<file path="config.mk">
export PLATFORM = sky130hd
export DESIGN_NAME = tdm_frame_monitor
export DESIGN_NICKNAME = d
export VERILOG_FILES = /design/src/rtl/tdmfe_pkg.sv /design/src/rtl/tdm_fm_clkdiv.sv /design/src/rtl/tdm_fm_ctrl.sv /design/src/rtl/tdm_fm_dp.sv /design/src/rtl/tdm_fm_status.sv /design/src/rtl/tdm_frame_monitor.sv
export SDC_FILE = /design/constraint.sdc
export NUM_CORES = 1
export LEC_CHECK = 0
export BUFFER_PORTS_ARGS = -buffer_cell sky130_fd_sc_hd__buf_2
export CELL_PAD_IN_SITES_DETAIL_PLACEMENT = 2
export CELL_PAD_IN_SITES_GLOBAL_PLACEMENT = 2
export CORE_UTILIZATION = 41
export CTS_CLUSTER_DIAMETER = 60
export DETAILED_ROUTE_END_ITERATION = 10
export GPL_TIMING_DRIVEN = 0
export PLACE_DENSITY = 0.95
export RECOVER_POWER = 50
export SLEW_MARGIN = 40
export SYNTH_ARGS = -nofsm -noshare
export SYNTH_HDL_FRONTEND = slang
export SYNTH_SLANG_ARGS = --single-unit
export TNS_END_PERCENT = 5
</file>
<file path="constraint.sdc">
create_clock -name clk -period 5.1 [get_ports clk]
set_input_delay 0.255 -clock clk [delete_from_list [all_inputs] [get_ports clk]]
set_output_delay 0.255 -clock clk [all_outputs]
set_load 0.01 [all_outputs]
</file>
<file path="src/rtl/tdmfe_pkg.sv">
package tdmfe_pkg;
  localparam int TDM_MAX_SLOTS = 128;
  localparam int TDM_SLOT_W    = $clog2(TDM_MAX_SLOTS);

  // Control-to-datapath strobes for one port
  typedef struct packed {
    logic                  shift;    // sample lane bits this cycle
    logic                  deliver;  // complete word in an enabled slot
    logic [TDM_SLOT_W-1:0] slot;     // slot of the word being delivered
  } tdmStrobe_t;
endpackage

</file>
<file path="src/rtl/tdm_fm_clkdiv.sv">
module tdm_fm_clkdiv #(
  parameter int DIV_W   = 8,
  parameter int MIN_DIV = 8
) (
  input  logic             clk,
  input  logic             rst_n,
  input  logic [DIV_W-1:0] divRatio,
  output logic             sclk,
  output logic             tick
);
  localparam logic [DIV_W-1:0] MIN_V = DIV_W'(MIN_DIV);

  logic [DIV_W-1:0] period, half, cnt, cntNext;

  always_comb begin
    period  = (divRatio < MIN_V) ? MIN_V : divRatio;
    half    = period >> 1;
    tick    = (cnt >= period - 1'b1);
    cntNext = tick ? '0 : cnt + 1'b1;
  end

  always_ff @(posedge clk or negedge rst_n) begin
    if (!rst_n) begin
      cnt  <= '0;
      sclk <= 1'b1;
    end else begin
      cnt  <= cntNext;
      sclk <= (cntNext < half);
    end
  end
endmodule

</file>
<file path="src/rtl/tdm_fm_ctrl.sv">
module tdm_fm_ctrl
  import tdmfe_pkg::*;
#(
  parameter int LEN_W = 5
) (
  input  logic                     clk,
  input  logic                     rst_n,
  input  logic                     tick,
  input  logic                     fsync,
  input  logic [TDM_SLOT_W-1:0]    slotLast,
  input  logic [LEN_W-1:0]         bitLast,
  input  logic [TDM_MAX_SLOTS-1:0] slotMask,
  output tdmStrobe_t               strobe,
  output logic                     errSet
);
  logic                  active;
  logic [TDM_SLOT_W-1:0] slotIdx;
  logic [LEN_W-1:0]      bitIdx;
  logic                  wordEnd, frameEnd, earlySync;

  always_comb begin
    wordEnd        = active && (bitIdx == bitLast);
    frameEnd       = wordEnd && (slotIdx == slotLast);
    earlySync      = tick && fsync && active && !frameEnd;
    strobe.shift   = tick;
    strobe.deliver = tick && wordEnd && slotMask[slotIdx] && !earlySync;
    strobe.slot    = slotIdx;
    errSet         = earlySync;
  end

  always_ff @(posedge clk or negedge rst_n) begin
    if (!rst_n) begin
      active  <= 1'b0;
      slotIdx <= '0;
      bitIdx  <= '0;
    end else if (tick) begin
      if (fsync) begin
        active  <= 1'b1;
        slotIdx <= '0;
        bitIdx  <= '0;
      end else if (active) begin
        if (wordEnd) begin
          bitIdx <= '0;
          if (frameEnd) active  <= 1'b0;
          else          slotIdx <= slotIdx + 1'b1;
        end else begin
          bitIdx <= bitIdx + 1'b1;
        end
      end
    end
  end
endmodule

</file>
<file path="src/rtl/tdm_fm_dp.sv">
module tdm_fm_dp
  import tdmfe_pkg::*;
#(
  parameter int DATA_W    = 32,
  parameter int NUM_LANES = 2
) (
  input  logic                        clk,
  input  logic                        rst_n,
  input  tdmStrobe_t                  strobe,
  input  logic [NUM_LANES-1:0]        laneIn,
  input  logic [DATA_W-1:0]           lenMask,
  output logic                        wordValid,
  output logic [NUM_LANES*DATA_W-1:0] wordOut,
  output logic [TDM_SLOT_W-1:0]       wordSlot
);
  for (genvar g = 0; g < NUM_LANES; g++) begin : g_lane
    logic [DATA_W-1:0] shReg, wordR, shNext;
    assign shNext = {shReg[DATA_W-2:0], laneIn[g]};

    always_ff @(posedge clk or negedge rst_n) begin
      if (!rst_n) begin
        shReg <= '0;
        wordR <= '0;
      end else begin
        if (strobe.shift)   shReg <= shNext;
        if (strobe.deliver) wordR <= shNext & lenMask;
      end
    end
    assign wordOut[g*DATA_W +: DATA_W] = wordR;
  end

  always_ff @(posedge clk or negedge rst_n) begin
    if (!rst_n) begin
      wordValid <= 1'b0;
      wordSlot  <= '0;
    end else begin
      wordValid <= strobe.deliver;
      if (strobe.deliver) wordSlot <= strobe.slot;
    end
  end
endmodule

</file>
<file path="src/rtl/tdm_fm_status.sv">
module tdm_fm_status #(
  parameter int NUM_PORTS = 4
) (
  input  logic                 clk,
  input  logic                 rst_n,
  input  logic [NUM_PORTS-1:0] errSet,
  input  logic [NUM_PORTS-1:0] errClr,
  input  logic [NUM_PORTS-1:0] errMask,
  output logic [NUM_PORTS-1:0] errStatus,
  output logic                 irq
);
  always_ff @(posedge clk or negedge rst_n) begin
    if (!rst_n) errStatus <= '0;
    else        errStatus <= (errStatus & ~errClr) | errSet;
  end

  assign irq = |(errStatus & errMask);
endmodule

</file>
<file path="src/rtl/tdm_frame_monitor.sv">
module tdm_frame_monitor
  import tdmfe_pkg::*;
#(
  parameter int NUM_PORTS = 4,
  parameter int DATA_W    = 32,
  parameter int DIV_W     = 8,
  parameter int MIN_DIV   = 8,
  localparam int LEN_W    = $clog2(DATA_W),
  localparam int SLOT_W   = TDM_SLOT_W,
  localparam int NSLOT    = TDM_MAX_SLOTS
) (
  input  logic                        clk,
  input  logic                        rst_n,
  input  logic [DIV_W-1:0]            divRatio,
  output logic                        sclkOut,
  input  logic [SLOT_W-1:0]           slotCount,
  input  logic [LEN_W-1:0]            wordLen,
  input  logic [NSLOT-1:0]            slotMask,
  input  logic [NUM_PORTS-1:0]        fsyncIn,
  input  logic [NUM_PORTS-1:0]        laneAIn,
  input  logic [NUM_PORTS-1:0]        laneBIn,
  output logic [NUM_PORTS-1:0]        wordValid,
  output logic [NUM_PORTS*DATA_W-1:0] wordA,
  output logic [NUM_PORTS*DATA_W-1:0] wordB,
  output logic [NUM_PORTS*SLOT_W-1:0] wordSlot,
  input  logic [NUM_PORTS-1:0]        errClr,
  input  logic [NUM_PORTS-1:0]        errMask,
  output logic [NUM_PORTS-1:0]        errStatus,
  output logic                        irq
);
  logic                 tick;
  logic [NUM_PORTS-1:0] errSet;
  logic [DATA_W-1:0]    lenMask;

  assign lenMask = {DATA_W{1'b1}} >> (LEN_W'(DATA_W - 1) - wordLen);

  tdm_fm_clkdiv #(.DIV_W(DIV_W), .MIN_DIV(MIN_DIV)) clkdiv_i (
    .clk(clk), .rst_n(rst_n), .divRatio(divRatio), .sclk(sclkOut), .tick(tick)
  );

  for (genvar p = 0; p < NUM_PORTS; p++) begin : g_port
    tdmStrobe_t          strobe;
    logic [2*DATA_W-1:0] laneWords;

    tdm_fm_ctrl #(.LEN_W(LEN_W)) ctrl_i (
      .clk(clk), .rst_n(rst_n), .tick(tick), .fsync(fsyncIn[p]),
      .slotLast(slotCount), .bitLast(wordLen), .slotMask(slotMask),
      .strobe(strobe), .errSet(errSet[p])
    );

    tdm_fm_dp #(.DATA_W(DATA_W), .NUM_LANES(2)) dp_i (
      .clk(clk), .rst_n(rst_n), .strobe(strobe),
      .laneIn({laneBIn[p], laneAIn[p]}), .lenMask(lenMask),
      .wordValid(wordValid[p]), .wordOut(laneWords),
      .wordSlot(wordSlot[p*SLOT_W +: SLOT_W])
    );

    assign wordA[p*DATA_W +: DATA_W] = laneWords[DATA_W-1:0];
    assign wordB[p*DATA_W +: DATA_W] = laneWords[2*DATA_W-1:DATA_W];
  end

  tdm_fm_status #(.NUM_PORTS(NUM_PORTS)) status_i (
    .clk(clk), .rst_n(rst_n), .errSet(errSet), .errClr(errClr),
    .errMask(errMask), .errStatus(errStatus), .irq(irq)
  );
endmodule

</file>
# --- Word level (Yosys, flattened, before mapping) ---
# Cells that the tools add are included.
word_totals:
  word_cells: 193
  in_bits: 170
  regBits: 601
op_classes:
  reduce_logical: 57
  shifts: 1
  order_cmp: 7
  add_sub_neg: 11
  n_bitwise: 12
  n_mux: 54
  eq_ne: 12
op_table:
  columns: ["op", "count"]
  rows:
  - ["AND 32 bit", 8]
  - ["2-to-1 mux 7 bit", 16]
  - ["2-to-1 mux 5 bit", 12]
  - ["logical AND 1 bit", 32]
  - ["< comparator 7 x 8 -> 1 bit, second input constant", 4]
  - [">> shifter 32 x 5 -> 32 bit, first input constant", 1]
  - ["adder 7 x 1 -> 7 bit, second input constant", 4]
  - ["binary-select mux 1 bit (select 7 bit)", 4]
  - ["equality test 7 bit", 4]
  - ["adder 5 x 1 -> 5 bit, second input constant", 4]
  - ["equality test 5 bit", 4]
  - ["2-to-1 mux 1 bit", 20]
  - ["2-to-1 mux 8 bit", 2]
  - ["AND reduction 4 bit", 4]
  - ["nonzero test 2 bit", 8]
  - ["adder 8 x 1 -> 8 bit, second input constant", 1]
  - ["AND 4 bit", 2]
  - ["greater-or-equal comparator 8 bit", 1]
  - ["zero test 1 bit", 8]
  - ["< comparator 8 x 4 -> 1 bit, second input constant", 1]
  - ["< comparator 8 x 7 -> 1 bit", 1]
  - ["inequality test 2 bit, second input constant", 4]
  - ["AND reduction 2 bit", 4]
  - ["subtractor 8 x 1 -> 8 bit, second input constant", 1]
  - ["4 further kinds", 4]

# --- Longest topological paths before layout ---
# Gate-level depths: netlist of run 1.
logic_depth:
  word_depth: 9
  depth_mapped: 20
  ltp_nobuf: 17

# --- By module ---
# A second synthesis of run 1 with hierarchy kept.
unflattened:
  cells_unflattened: 2646
  hier_area_um2: 31732.9
by_module_without_submodules:
  columns: ["mod", "n_inst", "area_per_inst_um2", "seq_area_each_um2", "cells_each"]
  rows:
  - ["tdm_fm_dp", 4, 5520.3, 3353.2, 417]
  - ["tdm_fm_ctrl", 4, 2092.0, 325.3, 206]
  - ["tdm_fm_clkdiv", 1, 845.8, 226.5, 92]
  - ["tdm_frame_monitor", 1, 272.8, 0.0, 47]
  - ["tdm_fm_status", 1, 165.2, 100.1, 15]

# --- Least setup slack after synthesis of run 1 ---
# OpenSTA, ideal clock, no wires.
synth_path:
  path_kind: "input -> register"
  start: "input port divRatio[6]"
  end: "register clkdiv_i.sclk"
  arrival_time_ns: 4.460
  cell_stages: 19
  slack_ns: 0.580
  t_required_ns: 5.040
  path_buffers: 3
  path_cell_list: "or2_2 > or4_1 > nand2_1 > ha_1 > nand3_1 > nor3_1 > xnor2_1 > ha_1 > nand4_1 > o311ai_0 > clkbuf_1 > clkbuf_1 > clkbuf_1 > nor2_1 > ha_1 > a21o_1 > a21o_1 > a211oi_1 > o21a_1"
synth_via:
  elab_chain_cells: 6
synth_rtl:
  columns: ["element", "line_no", "text"]
  rows:
  - ["start, declared", "tdm_frame_monitor.sv:14", "input logic [DIV_W-1:0] divRatio,"]
  - ["< comparator 8 x 4 -> 1 bit", "tdm_fm_clkdiv.sv:16", "period = (divRatio < MIN_V) ? MIN_V : divRatio;"]
  - ["2-to-1 mux 8 bit (*)", "tdm_fm_clkdiv.sv:16", null]
  - ["subtractor 8 x 1 -> 8 bit (*)", "tdm_fm_clkdiv.sv:18", "tick = (cnt >= period - 1'b1);"]
  - ["greater-or-equal comparator 8 bit (*)", "tdm_fm_clkdiv.sv:18", null]
  - ["2-to-1 mux 8 bit (*)", "tdm_fm_clkdiv.sv:19", "cntNext = tick ? '0 : cnt + 1'b1;"]
  - ["net clkdiv_i.cntNext[4]", "tdm_fm_clkdiv.sv:13", "logic [DIV_W-1:0] period, half, cnt, cntNext;"]
  - ["< comparator 8 x 7 -> 1 bit (*)", "tdm_fm_clkdiv.sv:28", "sclk <= (cntNext < half);"]
  - ["end signal, assigned", "tdm_fm_clkdiv.sv:28", null]
  - ["end, declared", "tdm_fm_clkdiv.sv:8", "output logic sclk,"]
# The timed path passes the listed nets; every way through them passes the cells marked *.
# A chain may end at the register's enable or synchronous reset.

# --- Final worst setup path of run 1 ---
layout_path:
  start: "input port divRatio[6]"
  end: "register g_port[2].dp_i.g_lane[1].wordR[13]"
layout_via:
  elab_chain_cells: 9
  elab_cells_between_ends: 11
  classes_between: "add/sub: 1; order compare: 2; mux: 1; reduce/logical: 7"
layout_rtl:
  columns: ["element", "line_no", "text"]
  rows:
  - ["< comparator 8 x 4 -> 1 bit", "tdm_fm_clkdiv.sv:16", null]
  - ["2-to-1 mux 8 bit (*)", "tdm_fm_clkdiv.sv:16", null]
  - ["subtractor 8 x 1 -> 8 bit (*)", "tdm_fm_clkdiv.sv:18", null]
  - ["greater-or-equal comparator 8 bit (*)", "tdm_fm_clkdiv.sv:18", null]
  - ["logical AND 1 bit (3 in a row)", "tdm_fm_ctrl.sv:24", "earlySync = tick && fsync && active && !frameEnd;"]
  - ["zero test 1 bit", "tdm_fm_ctrl.sv:26", "strobe.deliver = tick && wordEnd && slotMask[slotIdx] && !earlySync;"]
  - ["logical AND 1 bit (*)", "tdm_fm_ctrl.sv:26", null]
  - ["end signal, assigned", "tdm_fm_dp.sv:26", "if (strobe.deliver) wordR <= shNext & lenMask;"]
  - ["end, declared", "tdm_fm_dp.sv:17", "logic [DATA_W-1:0] shReg, wordR, shNext;"]
# Mark *: on every way between the ends. The rest lies on a longest branch, timed or not.

==> results.sh, run 1 <==
export IMPL_synth_xor_xnor_area_share_pct=2.66
export IMPL_num_vias=25600
export IMPL_syn_inst=2511
export IMPL_clk_pin_slew_ns=0.06
export IMPL_setup_ws_ns=0.121
export IMPL_finalMaxSlewViolations=167
export IMPL_ant_nets=0
export IMPL_wire_per_inst_um=37.2
export IMPL_die_h_um=271
export IMPL_max_stage_delay_ns=0.65
export IMPL_fin_crit_sh_pct=97.6
export IMPL_muxShareOfSynthArea_pct=26.0
export IMPL_cts_sinks=601
export IMPL_synth_top_family_by_area="multiplexers"
export IMPL_crit_slowest_cell="o2111ai_2"
export IMPL_crit_chain="buf_2 > or2_2 > or4_1 > nand2_1 > ha_1 > nand3_1 > nor3_1 > xnor2_1 > ha_1 > nand4_1 > o311a_1 > a311oi_1 > o2111ai_2 > buf_4 > buf_4 > nand2_1 > o21ai_0"
export IMPL_cp_num_cells=17
export IMPL_dominantRegCellSynth="dfrtp_1"
export IMPL_final_cell_mix="dfrtp_1, nand2_1, clkbuf_1, mux2_2, buf_2"
export IMPL_gp_congestion=0.955
export IMPL_peakVddDrop_mv=0.281
export IMPL_ff2ff_path_depth=9
export IMPL_synthArstFlopShare_pct=100
export IMPL_yosysWarnings=0
export IMPL_fin_nets=3263
export IMPL_viasPerCell=6.28
export IMPL_path_buf_inv=3
export IMPL_drcViolationCount=0
export IMPL_coreArea_um2=71500
export IMPL_avgSynthCellArea_um2=11.8
export IMPL_hold_depth=5
export IMPL_grt_overflow=0
export IMPL_synth_compound_area_share_pct=5.09
export IMPL_ys_ff_latch=601
export IMPL_p_int_mw=10.7
export IMPL_synth_simple_gate_area_share_pct=9.84
export IMPL_post_cts_setup_buffers=0
export IMPL_cts_buffer_depth=3
export IMPL_dieArea_um2=73300
export IMPL_comb_power_share_pct=33.6
export IMPL_seqPwrFrac_pct=35.7
export IMPL_holdWs_ns=0.0807
export IMPL_power_density_nw_per_um2=488
export IMPL_synth_enable_flop_cells=0
export IMPL_cp_arrival_ns=5.40
export IMPL_hold_viol_final=0
export IMPL_timing_slew_headroom_pct=-133
export IMPL_drive_gt1_share_pct=25.9
export IMPL_grt_usage_pct=41.7
export IMPL_post_dp_hpwl_um=99300
export IMPL_netlist_area_um2=29600
export IMPL_power_leakage_nw=16.6
export IMPL_grt_pass1_wl_um=219000
export IMPL_cp_required_ns=5.52
export IMPL_cts_buffers=73
export IMPL_skew_ns=0.0485
export IMPL_port_buffers=460
export IMPL_tightest_slew_ns=3.50
export IMPL_num_io_pins=464
export IMPL_path_max_fanout=10
export IMPL_cp_start_kind="input port"
export IMPL_std_cell_rows=98
export IMPL_layout_min_cycle_time_ns=4.98
export IMPL_area_growth_pct=19.9
export IMPL_status="finished with violations"
export IMPL_initial_utilization_pct=41.4
export IMPL_power_switching_mw=6.61
export IMPL_setup_viol=0
export IMPL_cts_tree="yes"
export IMPL_critPathTopFamily="compound AO/OA/AOI/OAI gates"
export IMPL_grt_max_degree=77
export IMPL_first_iter_violations=2346
export IMPL_grt_pass1_vias=29200
export IMPL_antenna_found_initial=10
export IMPL_rsz0062_at_grt="no"
export IMPL_design_area_um2=35500
export IMPL_syn_nets=2705
export IMPL_place_ws_ns=-1.10
export IMPL_clockPowerShare_pct=30.7
export IMPL_fmax_mhz=201
export IMPL_drt_total_wl_um=152000
export IMPL_drv_cap=3
export IMPL_yosysSeqAreaShare_pct=50.8
export IMPL_synth_cell_types=68
export IMPL_violations="max-capacitance violations, max-slew violations"
export IMPL_cts_root_buf="clkbuf_16"
export IMPL_worst_setup_path_end_kind="flop"
export IMPL_firstDrtPassIters=6
export IMPL_clk_latency_ns=0.67
export IMPL_fin_total_pwr_mw=17.3
export IMPL_dieWidth_um=271
export IMPL_final_common_cell="dfrtp_1"
export IMPL_power_switching_share_pct=38.2
export IMPL_worstSetupPathType="in2reg"
export IMPL_htreeDepth=3
export IMPL_synthAdderAreaFrac_pct=1.01
export IMPL_r2r_setup_slack_ns=0.40
export IMPL_fin_util_pct=49.6
export IMPL_place_area_um2=33400
export IMPL_min_path_type="in2reg"
## state kept, by name, indices dropped and copies added (netlist names), 4 cells and up
name                      count
g_port.dp_i.g_lane.shReg    248
clkdiv_i.cnt                  8
g_port.dp_i.g_lane.wordR    256
g_port.ctrl_i.bitIdx         20
g_port.dp_i.wordValid         4
g_port.ctrl_i.active          4
g_port.dp_i.wordSlot         28
status_i.errStatus            4
g_port.ctrl_i.slotIdx        28
## area by class of cell
| class | count | area (µm²) |
|---|---|---|
| clock inverters | 23 | 199 |
| flip-flops and latches | 601 | 15000 |
| clock buffers | 110 | 2140 |
| diodes | 6 | 15.0 |
| multi-input cells | 1600 | 13300 |
| inverters | 147 | 552 |
| well taps | 950 | 1190 |
| repair buffers | 484 | 2240 |
| plain buffers | 162 | 832 |
| fillers | 7167 | 36000 |
## worst paths after layout
path	startpoint	end
max in group asynchronous	rst_n	g_port[3].dp_i.g_lane[1].wordR[6]
min	divRatio[7]	clkdiv_i.sclk
max reg2reg	g_port[1].ctrl_i.slotIdx[2]	g_port[1].dp_i.g_lane[0].wordR[14]
min in group asynchronous	rst_n	g_port[3].dp_i.g_lane[0].wordR[18]
min reg2reg	g_port[1].dp_i.g_lane[0].wordR[2]	g_port[1].dp_i.g_lane[0].wordR[2]
max	divRatio[6]	g_port[2].dp_i.g_lane[1].wordR[13]
## synth_stat cells (14+ instances only)
| cell type | count | share of area [%] |
|---|---|---|
| mux4_2 | 132 | 10 |
| buf_4 | 30 | 0.76 |
| mux2i_1 | 148 | 5.0 |
| and2_1 | 15 | 0.32 |
| nand3_1 | 42 | 0.71 |
| ha_1 | 24 | 1.0 |
| buf_1 | 15 | 0.19 |
| dfrtp_1 | 600 | 51 |
| xor2_1 | 51 | 1.5 |
| mux2_2 | 279 | 11 |
| inv_1 | 146 | 1.9 |
| a21oi_1 | 15 | 0.25 |
| buf_2 | 26 | 0.44 |
| clkbuf_1 | 85 | 1.1 |
| o21ai_0 | 123 | 2.1 |
| nor2_1 | 76 | 0.96 |
| nand4_1 | 16 | 0.34 |
| nand2_1 | 440 | 5.6 |
| a22oi_1 | 14 | 0.36 |
| xnor2_1 | 39 | 1.2 |
## what timing repair did
action	CTS	global route
resized for setup	5	3
hold endpoints to repair	158	0
setup endpoints to repair	26	1
hold buffers	13	0
## worst min-delay path: cells and delay by family
family | cells | cell delay (ns)
buf+inv | 2 | 0.16
compound gates | 2 | 0.15
fa+ha+maj | 1 | 0.14
## logic make-up after synthesis
family / Yosys count
AO/OA/AOI/OAI: 242
XOR/XNOR: 90
adder cells (fa/ha/maj): 24
buffers and inverters: 310
flip-flops: 601
multiplexers: 567
AND/OR/NAND/NOR: 677
## through the flow
step	TNS [ns]	instances
global placement	-5210.65	3921
CTS	0	4078
floorplan	0	2511
detailed placement	-106.38	3932
global route	0	4082
finish	0	4083
## routing by layer
metal	wire, µm	global-route usage, %	part of all wire, %	up-vias
met5	51	0	0.034	-
met4	12500	29.9	8.2	8
met3	11100	10.1	7.3	703
met2	75100	70.2	49	1545
met1	53300	46.1	35	13500
li1	-	-	-	9854
## power by group through the flow
| stage | sequential, mW | combinational [mW] | clock, mW |
|---|---|---|---|
| CTS | 6.15 | 5.79 | 5.28 |
| floorplan | 6.04 | 3.33 | 0 |
| global placement | 6.04 | 5.20 | 0 |
| detailed placement | 6.14 | 5.55 | 0 |
| finish | 6.19 | 5.83 | 5.31 |
| global route | 6.22 | 6.07 | 5.47 |
Power figures use the tool's default switching activity.
==> run 2, diff against run 1 <==
--- a/config.mk
+++ b/config.mk
@@ -14,6 +14,7 @@
 export GPL_TIMING_DRIVEN = 0
 export PLACE_DENSITY = 0.95
 export RECOVER_POWER = 50
+export SETUP_SLACK_MARGIN = 0.3
 export SLEW_MARGIN = 40
 export SYNTH_ARGS = -nofsm -noshare
 export SYNTH_HDL_FRONTEND = slang
==> results.sh, run 2 (synthesis gave the netlist of run 1 again) <==
export IMPL_grt_pass1_wl_um=219000
export IMPL_cts_buffer_depth=3
export IMPL_crit_slowest_cell="clkbuf_1"
export IMPL_finalMaxSlewViolations=103
export IMPL_status="finished with violations"
export IMPL_wl_met2_um=75400
export IMPL_clk_pin_slew_ns=0.06
export IMPL_dieWidth_um=271
export IMPL_critPathTopFamily="buffers and inverters"
export IMPL_cp_arrival_ns=5.21
export IMPL_cp_required_ns=5.50
export IMPL_regMostFlops="g_port.dp_i.g_lane.wordR"
export IMPL_antenna_found_initial=12
export IMPL_setup_viol=0
export IMPL_r2r_start="g_port[1].ctrl_i.slotIdx[2]"
export IMPL_r2r_setup_slack_ns=0.29
export IMPL_area_growth_pct=20.1
export IMPL_cts_buffers=73
export IMPL_tightest_slew_ns=3.43
export IMPL_register_area_um2=15000
export IMPL_cts_root_buf="clkbuf_16"
export IMPL_wl_met1_um=54000
export IMPL_num_io_pins=464
export IMPL_tns_ns=0
export IMPL_violations="max-capacitance violations, max-slew violations"
export IMPL_power_leakage_nw=16.6
export IMPL_drcViolationCount=0
export IMPL_fmax_mhz=208
export IMPL_cp_startpoint="g_port[1].ctrl_i.slotIdx[2]"
export IMPL_crit_chain="clkbuf_2 > clkbuf_1 > mux4_2 > mux2i_1 > o32ai_1 > or4_1 > o211ai_2 > clkbuf_1 > o21ai_0"
export IMPL_fin_total_pwr_mw=17.4
export IMPL_peakVddDrop_mv=0.282
export IMPL_die_h_um=271
export IMPL_skew_ns=0.0505
export IMPL_max_stage_delay_ns=0.70
export IMPL_num_vias=25600
export IMPL_std_cell_rows=98
export IMPL_setup_ws_ns=0.291
export IMPL_cts_tree="yes"
export IMPL_worstHoldStart="divRatio[7]"
export IMPL_first_iter_violations=1982
export IMPL_cp_start_kind="flop"
export IMPL_firstDrtPassIters=5
export IMPL_min_path_type="in2reg"
export IMPL_rsz0062_at_grt="yes"
export IMPL_met3_length_um=11000
export IMPL_dieArea_um2=73300
export IMPL_grt_overflow=0
export IMPL_ff2ff_path_depth=9
export IMPL_worst_setup_path_end_kind="flop"
export IMPL_wire_per_inst_um=37.4
export IMPL_worstSetupPathType="reg2reg"
export IMPL_initial_utilization_pct=41.4
export IMPL_clk_latency_ns=0.66
export IMPL_power_density_nw_per_um2=488
export IMPL_htreeDepth=3
export IMPL_multi_input_area_um2=13300
export IMPL_critPathCapture="g_port[1].dp_i.g_lane[0].wordR[14]"
export IMPL_fin_nets=3266
export IMPL_place_ws_ns=-1.10
export IMPL_instances_no_fill=4085
export IMPL_grt_usage_pct=41.6
export IMPL_grt_pass1_vias=29200
export IMPL_r2r_end="g_port[1].dp_i.g_lane[0].wordR[14]"
export IMPL_holdWs_ns=0.0964
export IMPL_viasPerCell=6.28
export IMPL_largest_reg_flops=256
export IMPL_top_regs="g_port.dp_i.g_lane.wordR: 256 flops, g_port.dp_i.g_lane.shReg: 248 flops"
export IMPL_final_cell_mix="dfrtp_1, nand2_1, clkbuf_1, mux2_2, buf_2"
export IMPL_path_buf_inv=3
export IMPL_port_buffers=460
export IMPL_post_dp_hpwl_um=99300
export IMPL_final_common_cell="dfrtp_1"
export IMPL_cts_sinks=601
export IMPL_fin_crit_sh_pct=94.3
export IMPL_design_area_um2=35500
export IMPL_coreArea_um2=71500
export IMPL_drv_cap=2
export IMPL_gp_congestion=0.955
export IMPL_layout_min_cycle_time_ns=4.81
export IMPL_hold_viol_final=0
export IMPL_cp_num_cells=9
export IMPL_place_area_um2=33400
export IMPL_path_common_cell="clkbuf_1"
export IMPL_drive_gt1_share_pct=26.0
export IMPL_path_max_fanout=10
export IMPL_fin_util_pct=49.7
export IMPL_dp_cells=3932
export IMPL_drt_total_wl_um=153000
export IMPL_fill_cells=7154
export IMPL_timing_slew_headroom_pct=-128
export IMPL_ant_nets=0
export IMPL_grt_max_degree=77
export IMPL_highest_layer="met5"
run 2: per-layer routing:
metal  global-route usage (%)  vias to the layer above
met3                     9.69                      682
met4                     29.3                        8
li1                         -                     9857
met2                     70.0                     1531
met5                        0                        -
met1                     46.6                    13600
run 2: how the worst min path moves through the flow:
stage / end / slack (ns) / depth (start not counted)
floorplan: clkdiv_i.cnt[0] / -0.04 / 0
global placement: status_i.errStatus[3] / 0.43 / 2
detailed placement: g_port[3].dp_i.g_lane[0].wordR[21] / 0.20 / 1
CTS: clkdiv_i.sclk / 0.07 / 5
global route: clkdiv_i.sclk / 0.14 / 5
finish: clkdiv_i.sclk / 0.1 / 5
run 2: area by class of cell:
cell class / count / share of cell area (%)
multi-input cells: 1600 / 37.4
inverters: 147 / 1.55
diodes: 5 / 0.0352
repair buffers: 486 / 6.36
clock buffers: 110 / 6.02
flip-flops and latches: 601 / 42.3
clock inverters: 23 / 0.560
well taps: 950 / 3.34
plain buffers: 163 / 2.40
run 2: power breakdown:
part	internal (mW)	leakage (nW)	total [mW]	switching (mW)
Sequential	5.45	7.64	6.19	0.745
Clock	2.93	1.14	5.31	2.38
Combinational	2.34	7.84	5.85	3.51
run 2: worst register-to-register path, delay by kind of cell (launching register included):
family	cells	cell delay [ns]
buffers and inverters	3	1.78
AO/OA/AOI/OAI	3	0.99
multiplexers	2	0.91
AND/OR/NAND/NOR	1	0.58
flip-flops	1	0.34
run 2: repair_timing:
item / CTS / global route
gates resized for setup: 9 / 16
setup buffers: 0 / 2
endpoints found under the hold margin: 158 / 0
hold buffers: 13 / 0
setup endpoints to repair: 301 / 249
pin swaps: 0 / 1
